--- config.mk ---
export PLATFORM = sky130hd
export DESIGN_NAME = vseg_decoder
export DESIGN_NICKNAME = d
export VERILOG_FILES = /design/src/rtl/vsd_pkg.sv /design/src/rtl/vsd_seg_classify.sv /design/src/rtl/vsd_priv_check.sv /design/src/rtl/vsd_out_stage.sv /design/src/rtl/vseg_decoder.sv
export SDC_FILE = /design/constraint.sdc
export NUM_CORES = 1
export LEC_CHECK = 0
export ABC_AREA = 1
export BUFFER_PORTS_ARGS = -buffer_cell sky130_fd_sc_hd__buf_4
export CORE_ASPECT_RATIO = 1.75
export CORE_MARGIN = 2
export CORE_UTILIZATION = 40
export DETAILED_ROUTE_END_ITERATION = 16
export PLACE_DENSITY_LB_ADDON = 0.12
export SLEW_MARGIN = 20
export SYNTH_ARGS = -nofsm -noshare
export SYNTH_HDL_FRONTEND = slang
export SYNTH_SLANG_ARGS = --single-unit
--- constraint.sdc ---
create_clock -name clk -period 1.2 [get_ports clk]
set_input_delay 0.18 -clock clk [delete_from_list [all_inputs] [get_ports clk]]
set_output_delay 0.18 -clock clk [all_outputs]
set_load 0.01 [all_outputs]
--- src/rtl/vsd_pkg.sv ---
package vsd_pkg;
  localparam int VA_W = 32;
  localparam int SEG_BITS = 3;

  typedef enum logic [1:0] {
    PRIV_KERN  = 2'd0,
    PRIV_SUPV  = 2'd1,
    PRIV_USER  = 2'd2,
    PRIV_USER3 = 2'd3
  } priv_e;

  typedef enum logic [2:0] {
    SEG_LOW_USER,
    SEG_KDIRECT_A,
    SEG_KDIRECT_B,
    SEG_SUPV_MAP,
    SEG_KERN_MAP
  } seg_e;

  typedef struct packed {
    logic            mapped;
    logic            unmapped;
    logic            err;
    logic            err_store;
    logic            perm_rd;
    logic            perm_wr;
    logic [VA_W-1:0] paddr;
  } vsd_res_t;
endpackage

--- src/rtl/vsd_seg_classify.sv ---
module vsd_seg_classify
  import vsd_pkg::*;
(
  input  logic [SEG_BITS-1:0] va_top,
  output seg_e                seg
);
  always_comb begin
    if (!va_top[SEG_BITS-1]) begin
      seg = SEG_LOW_USER;
    end else begin
      unique case (va_top[SEG_BITS-2:0])
        2'b00:   seg = SEG_KDIRECT_A;
        2'b01:   seg = SEG_KDIRECT_B;
        2'b10:   seg = SEG_SUPV_MAP;
        default: seg = SEG_KERN_MAP;
      endcase
    end
  end
endmodule

--- src/rtl/vsd_priv_check.sv ---
module vsd_priv_check
  import vsd_pkg::*;
(
  input  seg_e            seg,
  input  logic [1:0]      mode,
  input  logic            erl,
  input  logic            wr,
  input  logic [VA_W-1:0] va,
  output vsd_res_t        res
);
  localparam int OFS_W = VA_W - SEG_BITS;

  logic is_kern;
  logic is_supv;
  logic allow;
  logic direct;

  assign is_kern = (mode == PRIV_KERN);
  assign is_supv = (mode == PRIV_SUPV);

  always_comb begin
    allow  = 1'b0;
    direct = 1'b0;
    unique case (seg)
      SEG_LOW_USER: begin
        allow  = 1'b1;
        direct = erl;
      end
      SEG_KDIRECT_A, SEG_KDIRECT_B: begin
        allow  = is_kern;
        direct = 1'b1;
      end
      SEG_SUPV_MAP: allow = is_kern | is_supv;
      default:      allow = is_kern;
    endcase
  end

  always_comb begin
    res           = '0;
    res.err       = ~allow;
    res.err_store = ~allow & wr;
    res.unmapped  = allow & direct;
    res.mapped    = allow & ~direct;
    res.perm_rd   = res.unmapped;
    res.perm_wr   = res.unmapped;
    if (res.unmapped) begin
      if (seg == SEG_LOW_USER) res.paddr = va;
      else                     res.paddr = {{SEG_BITS{1'b0}}, va[OFS_W-1:0]};
    end
  end
endmodule

--- src/rtl/vsd_out_stage.sv ---
module vsd_out_stage
  import vsd_pkg::*;
#(
  parameter bit REG_OUT = 1'b1
) (
  input  logic     clk,
  input  logic     rst_n,
  input  logic     in_valid,
  output logic     in_ready,
  input  vsd_res_t in_res,
  output logic     out_valid,
  input  logic     out_ready,
  output vsd_res_t out_res
);
  generate
    if (REG_OUT) begin : g_reg
      logic     vld_q;
      vsd_res_t res_q;

      assign in_ready  = ~vld_q | out_ready;
      assign out_valid = vld_q;
      assign out_res   = res_q;

      always_ff @(posedge clk or negedge rst_n) begin
        if (!rst_n) begin
          vld_q <= 1'b0;
          res_q <= '0;
        end else if (in_ready) begin
          vld_q <= in_valid;
          if (in_valid) res_q <= in_res;
        end
      end

      p_hold_stall_r11: assert property (@(posedge clk) disable iff (!rst_n)
        (out_valid && !out_ready) |=> (out_valid && $stable(out_res)));
      p_ready_rule_r11: assert property (@(posedge clk) disable iff (!rst_n)
        (out_valid && !out_ready) |-> !in_ready);
    end else begin : g_comb
      assign in_ready  = out_ready;
      assign out_valid = in_valid;
      assign out_res   = in_res;
    end
  endgenerate
endmodule

--- src/rtl/vseg_decoder.sv ---
module vseg_decoder
  import vsd_pkg::*;
#(
  parameter bit REG_OUT = 1'b1
) (
  input  logic            clk,
  input  logic            rst_n,
  input  logic            in_valid,
  output logic            in_ready,
  input  logic [VA_W-1:0] in_addr,
  input  logic [1:0]      in_mode,
  input  logic            in_erl,
  input  logic            in_write,
  output logic            out_valid,
  input  logic            out_ready,
  output logic            out_mapped,
  output logic            out_unmapped,
  output logic            out_addr_err,
  output logic            out_err_store,
  output logic            out_perm_rd,
  output logic            out_perm_wr,
  output logic [VA_W-1:0] out_paddr
);
  seg_e     seg;
  vsd_res_t dec;
  vsd_res_t res_o;

  vsd_seg_classify u_classify (
    .va_top (in_addr[VA_W-1 -: SEG_BITS]),
    .seg    (seg)
  );

  vsd_priv_check u_check (
    .seg  (seg),
    .mode (in_mode),
    .erl  (in_erl),
    .wr   (in_write),
    .va   (in_addr),
    .res  (dec)
  );

  vsd_out_stage #(.REG_OUT(REG_OUT)) u_out (
    .clk       (clk),
    .rst_n     (rst_n),
    .in_valid  (in_valid),
    .in_ready  (in_ready),
    .in_res    (dec),
    .out_valid (out_valid),
    .out_ready (out_ready),
    .out_res   (res_o)
  );

  assign out_mapped    = res_o.mapped;
  assign out_unmapped  = res_o.unmapped;
  assign out_addr_err  = res_o.err;
  assign out_err_store = res_o.err_store;
  assign out_perm_rd   = res_o.perm_rd;
  assign out_perm_wr   = res_o.perm_wr;
  assign out_paddr     = res_o.paddr;

  p_one_outcome_r8: assert property (@(posedge clk) disable iff (!rst_n)
    out_valid |-> $onehot({out_mapped, out_unmapped, out_addr_err}));
  p_perm_unmapped_r9: assert property (@(posedge clk) disable iff (!rst_n)
    (out_valid && out_unmapped) |-> (out_perm_rd && out_perm_wr));
  p_user_high_err_r10: assert property (@(posedge clk) disable iff (!rst_n)
    (in_valid && in_addr[VA_W-1] && in_mode[1] &&
     in_addr[VA_W-2:VA_W-3] != 2'b11) |-> dec.err);
  p_erl_identity_r2: assert property (@(posedge clk) disable iff (!rst_n)
    (in_valid && in_erl && !in_addr[VA_W-1]) |-> (dec.unmapped && dec.paddr == in_addr));
endmodule

-- Yosys cells after proc, flatten, opt, wreduce, memory -nomap -nowiden
Index checks and enable logic that the tools add are counted.
- bits in registers: 37
- output and inout bits: 40
- word-level logic and storage cells: 31
- equal/unequal tests: 6
- muxes and demuxes: 6
- bitwise operators: 8
- reduce and logical (&&, ||, !) cells: 5
- operators by type and width (operator ; number):
    $mux 32 ; 2
    $pmux 3 s3 ; 1
    $eq 3x2->1 const B ; 2
    $eq 2x1->1 const B ; 2
    $logic_not 2->1 ; 2
    $pmux 1 s2 ; 2
    $and 1x1->1 ; 3
    $eq 3x1->1 const B ; 1
    $logic_not 3->1 ; 1
    $mux 3 ; 1
    $not 1->1 ; 3
    $eq 2x2->1 const B ; 1
    $or 1x1->1 ; 2
    $reduce_and 2->1 ; 1
    $reduce_or 2->1 ; 1

-- Depth between registers and ports, before layout
- depth after elaboration: 8
- gate-level depth with buffers: 11
- gate-level depth less buffers: 10

-- By module
From an unflattened synthesis, not the netlist that was laid out.
- cell total of the unflattened synthesis: 270
- area, all modules: 2107.0 µm²
- modules (own cells, without submodules) (module ; times used ; cells an instance ; area each (µm²) ; sequential area each (µm²)):
    vsd_out_stage ; 1 ; 169 ; 1551.5 ; 975.9
    vsd_priv_check ; 1 ; 88 ; 480.5 ; 0.0
    vsd_seg_classify ; 1 ; 13 ; 75.1 ; 0.0

-- Least setup slack after synthesis
OpenSTA, ideal clock, no wires.
- path kind: input -> register
- start: input port in_addr[29]
- end: register u_out.g_reg.res_q, in the netlist u_out.out_res[10]
- setup time: 118 ps
- arrival time: 1125 ps
- data required time: 1082 ps
- path slack: -43 ps
- cell stages on the path: 11
- path through: inv_1 -> ha_1 -> nand2_1 -> inv_1 -> nand3_1 -> nand2_1 -> nand2_2 -> nand2_4 -> buf_6 -> nand4_1 -> nand2_1
- cells in the longest elaborated chain, start to end: 8
- RTL lines (what ; line ; RTL):
    start, declared ; vseg_decoder.sv:10 ; input logic [VA_W-1:0] in_addr,
    $eq 2x2->1 (tied with other cells) ; vsd_seg_classify.sv:11 ; unique case (va_top[SEG_BITS-2:0])
    $pmux 3 s3 * ; vsd_seg_classify.sv:11 ;
    $mux 3 * ; vsd_seg_classify.sv:8 ; if (!va_top[SEG_BITS-1]) begin
    $eq 3x1->1 or $eq 3x2->1 (tied branches) ; vsd_priv_check.sv:24 ; unique case (seg)
    $reduce_or 2->1 ; vsd_priv_check.sv:24 ;
    $pmux 1 s2 ; vsd_priv_check.sv:24 ;
    $and 1x1->1 * ; vsd_priv_check.sv:42 ; res.unmapped = allow & direct;
    $mux 32 * ; vsd_priv_check.sv:46 ; if (res.unmapped) begin
    end signal, assigned ; vsd_out_stage.sv:30 ; if (in_valid) res_q <= in_res;
    end, declared ; vsd_out_stage.sv:18 ; vsd_res_t res_q;
Mark *: on every way between the ends. The rest lies on a longest branch, timed or not.
A chain may end at the register's enable or synchronous reset.

-- Worst setup path in the final report
- start: register u_out.g_reg.vld_q (netlist: u_out.out_valid)
- end: output port in_ready
- cells in the longest elaborated chain, start to end: 2
- RTL lines (what ; line ; RTL):
    start, declared ; vsd_out_stage.sv:17 ; logic vld_q;
    start signal, assigned ; vsd_out_stage.sv:29 ; vld_q <= in_valid;
    $not 1->1 ; vsd_out_stage.sv:20 ; assign in_ready = ~vld_q | out_ready;
    $or 1x1->1 ; vsd_out_stage.sv:20 ;
    end, declared ; vseg_decoder.sv:9 ; output logic in_ready,
No other way between the ends.

==> out/qor.csv <==
stage,metric,value,unit
sta,final cycle utilization of the critical path,95.9,%
detailed_routing,Vias/cell,4.99,
placement,post-detail-place hpwl,3.08,mm
critical_path,CP Max Fanout,2,
cells_and_area,Area Overhead vs Synth,57.6,%
floorplan,initial core utilization,41.0,%
critical_path,kind of end point of the critical path,output pin,
sta,fmax,869,MHz
placement,port bufs,79,
clock_network,Inserted Clock Buffers,5,
sta,worst-margin pin slew,0.458,ns
sta,final hold viol count,0,
floorplan,die height,89.5,um
critical_path,R2R cell count,6,
cells_and_area,fillers,377,
cells_and_area,multi-input logic area,633,um2
grt,GR Overflow Total,0,
placement,placed cells,313,
cells_and_area,nets@finish,322,
grt,first-pass GRT wire length,6.80,mm
detailed_routing,initial DRC count,14,
sta,setup TNS,0,ns
power,Peak VDD IR,0.775,mV
grt,pin count of the biggest net entering global routing,38,
floorplan,die area,0.00473,mm2
floorplan,Core ar.,0.00407,mm2
worst_hold_path,worst hold stages,3,
sta,"Slew Viols, Final",0,
detailed_routing,WL per Instance,13.8,um
cells_and_area,"non-filler cells, final",329,
detailed_routing,Routed WL,4.55,mm
grt,initial antenna violation count,0,
critical_path,WP data arrival,0.97,ns
logic_synthesis,Synth warnings,0,
critical_path,Critical Path Source Type,flop,
critical_path,worst reg-to-reg setup slack,0.08,ns
placement,Final GP Congestion,0.762,
grt,vias in the first global route,1489,
placement,dpl cell area,0.00239,mm2
logic_synthesis,Avg Inst Size Synth,8.93,um2
floorplan,std cell rows,31,
cells_and_area,fin area,0.00263,mm2
logic_synthesis,post-synthesis sequential area ratio,55.5,%
run,max_cap viols,0,
clock_network,clk buf depth,2,
critical_path,worst endpoint required time,1.02,ns
detailed_routing,Pre-antenna DRT Iters,3,
detailed_routing,DRC,0,
sta,Layout Skew,0.00521,ns
floorplan,# IOs,80,
floorplan,Die Wd,52.8,um
clock_network,Clock Sinks,37,
worst_hold_path,Worst Hold Class,in -> reg,
detailed_routing,via count,1642,
cells_and_area,Reg area,926,um2
run_status,status,"finished, final reports clean",
logic_synthesis,Yosys cell types,20,
logic_synthesis,Cells after Synth,187,
sta,post-layout min period,1.15,ns
sta,# setup viols final,0,
cells_and_area,final core occ,64.6,%
critical_path,type of the worst setup path,reg -> out,
clock_network,CTS tree,yes,
clock_network,root buffer cell,clkbuf_8,
power,Power Density,1220,mW/mm2
clock_network,clk_lat worst skew,0.28,ns
clock_network,H-tree Lvls,2,
cells_and_area,layout cells sized above 1,42.9,%
clock_network,clock-pin slew on the worst setup and hold paths,0.08,ns
detailed_routing,"antenna viol nets, final",0,
grt,GRT Total Usage,19.5,%
logic_synthesis,Mapped Area,0.00167,mm2
sta,Max-slew headroom,69.5,%
logic_synthesis,synthesis-stage register bit count,37,
cells_and_area,ANT cells,0,
logic_synthesis,"Net Count, Synth",230,
power,leak pwr,1.47,nW
## cell type report
cell class / instances / area share (%)
Sequential cell: 37 / 35.2
Timing Repair Buffer: 100 / 33.5
Multi-Input combinational cell: 123 / 24.1
Clock buffer: 6 / 2.76
Tap cell: 49 / 2.33
Inverter: 12 / 1.81
Clock inverter: 2 / 0.380
## sequential cells by signal, indices dropped and copies added (netlist names)
register         flops
u_out.out_valid      1
u_out.out_res       36
## critical path: stages, from the launching register on
cell and delay [ns]:
dfrtp_1 0.35, nand2_1 0.07, buf_4 0.14, buf_4 0.13
## through the flow
step / worst slack (ns) / hold slack, ns / power, W
global route: -0.00717 / 0.131 / 0.00337
global placement: -0.229 / 0.169 / 0.00229
detailed placement: -0.266 / 0.170 / 0.00230
floorplan: 0.00986 / -0.116 / 0.00183
finish: 0.0497 / 0.125 / 0.00320
CTS: 0.0343 / 0.124 / 0.00313
## power by group
group	internal (W)	switching (W)
Sequential	0.00138	0.0000783
Clock	0.000402	0.000427
Combinational	0.000489	0.000427
Total	0.00227	0.000932
## final timing paths
kind | from | endpoint
setup / recovery | u_out.out_valid$_DFFE_PN0N_ | in_ready
setup reg to reg | u_out.out_valid$_DFFE_PN0N_ | u_out.out_res[8]$_DFFE_PN0P_
hold / removal | in_addr[6] | u_out.out_res[6]$_DFFE_PN0P_
hold reg to reg | u_out.out_res[2]$_DFFE_PN0P_ | u_out.out_res[2]$_DFFE_PN0P_
min in group asynchronous | rst_n | u_out.out_res[28]$_DFFE_PN0P_
max in group asynchronous | rst_n | u_out.out_res[22]$_DFFE_PN0P_
## logic make-up (layout without fill, tap and decap cells)
kind of cell,after synthesis,count (layout),synth area share (%)
and+or+nand+nor,115,115,32.1
AOI/OAI and AO/OA,5,5,1.65
buffers and inverters,27,120,8.54
adders and majority gates,3,3,2.25
DFF,37,37,55.5
## per-layer routing
layer	wire, um	global-route usage (%)	part of all wire (%)
met5	0	0	0
met4	114	8.39	2.5
met2	2360	32.3	52
met3	235	4.35	5.2
met1	1840	24.2	40
## Yosys cell counts
cell      count  area (um2)
clkbuf_1      1        3.75
inv_1        11        41.3
nor2_2        1        6.26
inv_2         1        3.75
nand2_4       1        11.3
buf_2         9        45.0
nor3_1        1        5.00
nand3_1       5        25.0
o21ai_1       1        5.00
dfrtp_1      37         926
ha_1          3        37.5
nand2_2       1        6.26
buf_6         3        33.8
nor2_1        2        7.51
o21ai_0       3        15.0
nand2_1      72         270
o21a_1        1        7.51
nand3_2       1        10.0
nand4_1      31         194
buf_4         2        15.0
## what timing repair did
| action | 4_1_cts | 5_1_grt |
|---|---|---|
| buffers inserted | 0 | 3 |
| hold buffers | 1 | 0 |
| pin swaps | 0 | 8 |
| resized for setup | 1 | 11 |
| endpoints found under the setup margin | 2 | 30 |
| hold endpoints to repair | 37 | 0 |
| gates cloned | 0 | 4 |
## placed cells by master, fill, tap and decap left out
master / count
buf_12: 4
buf_4: 89
buf_6: 2
clkbuf_1: 1
clkbuf_16: 4
clkbuf_8: 5
clkinv_2: 2
dfrtp_1: 37
dlygate4sd3_1: 1
ha_1: 1
ha_2: 1
ha_4: 1
inv_1: 7
inv_2: 4
inv_4: 1
nand2_1: 70
nand2_2: 3
nand2_4: 1
nand3_1: 5
nand3_4: 1
nand4_1: 31
nor2_1: 2
nor2_2: 1
nor3_2: 1
o21a_1: 1
o21ai_0: 3
o21ai_1: 1
(Power assumes the default switching activity.)
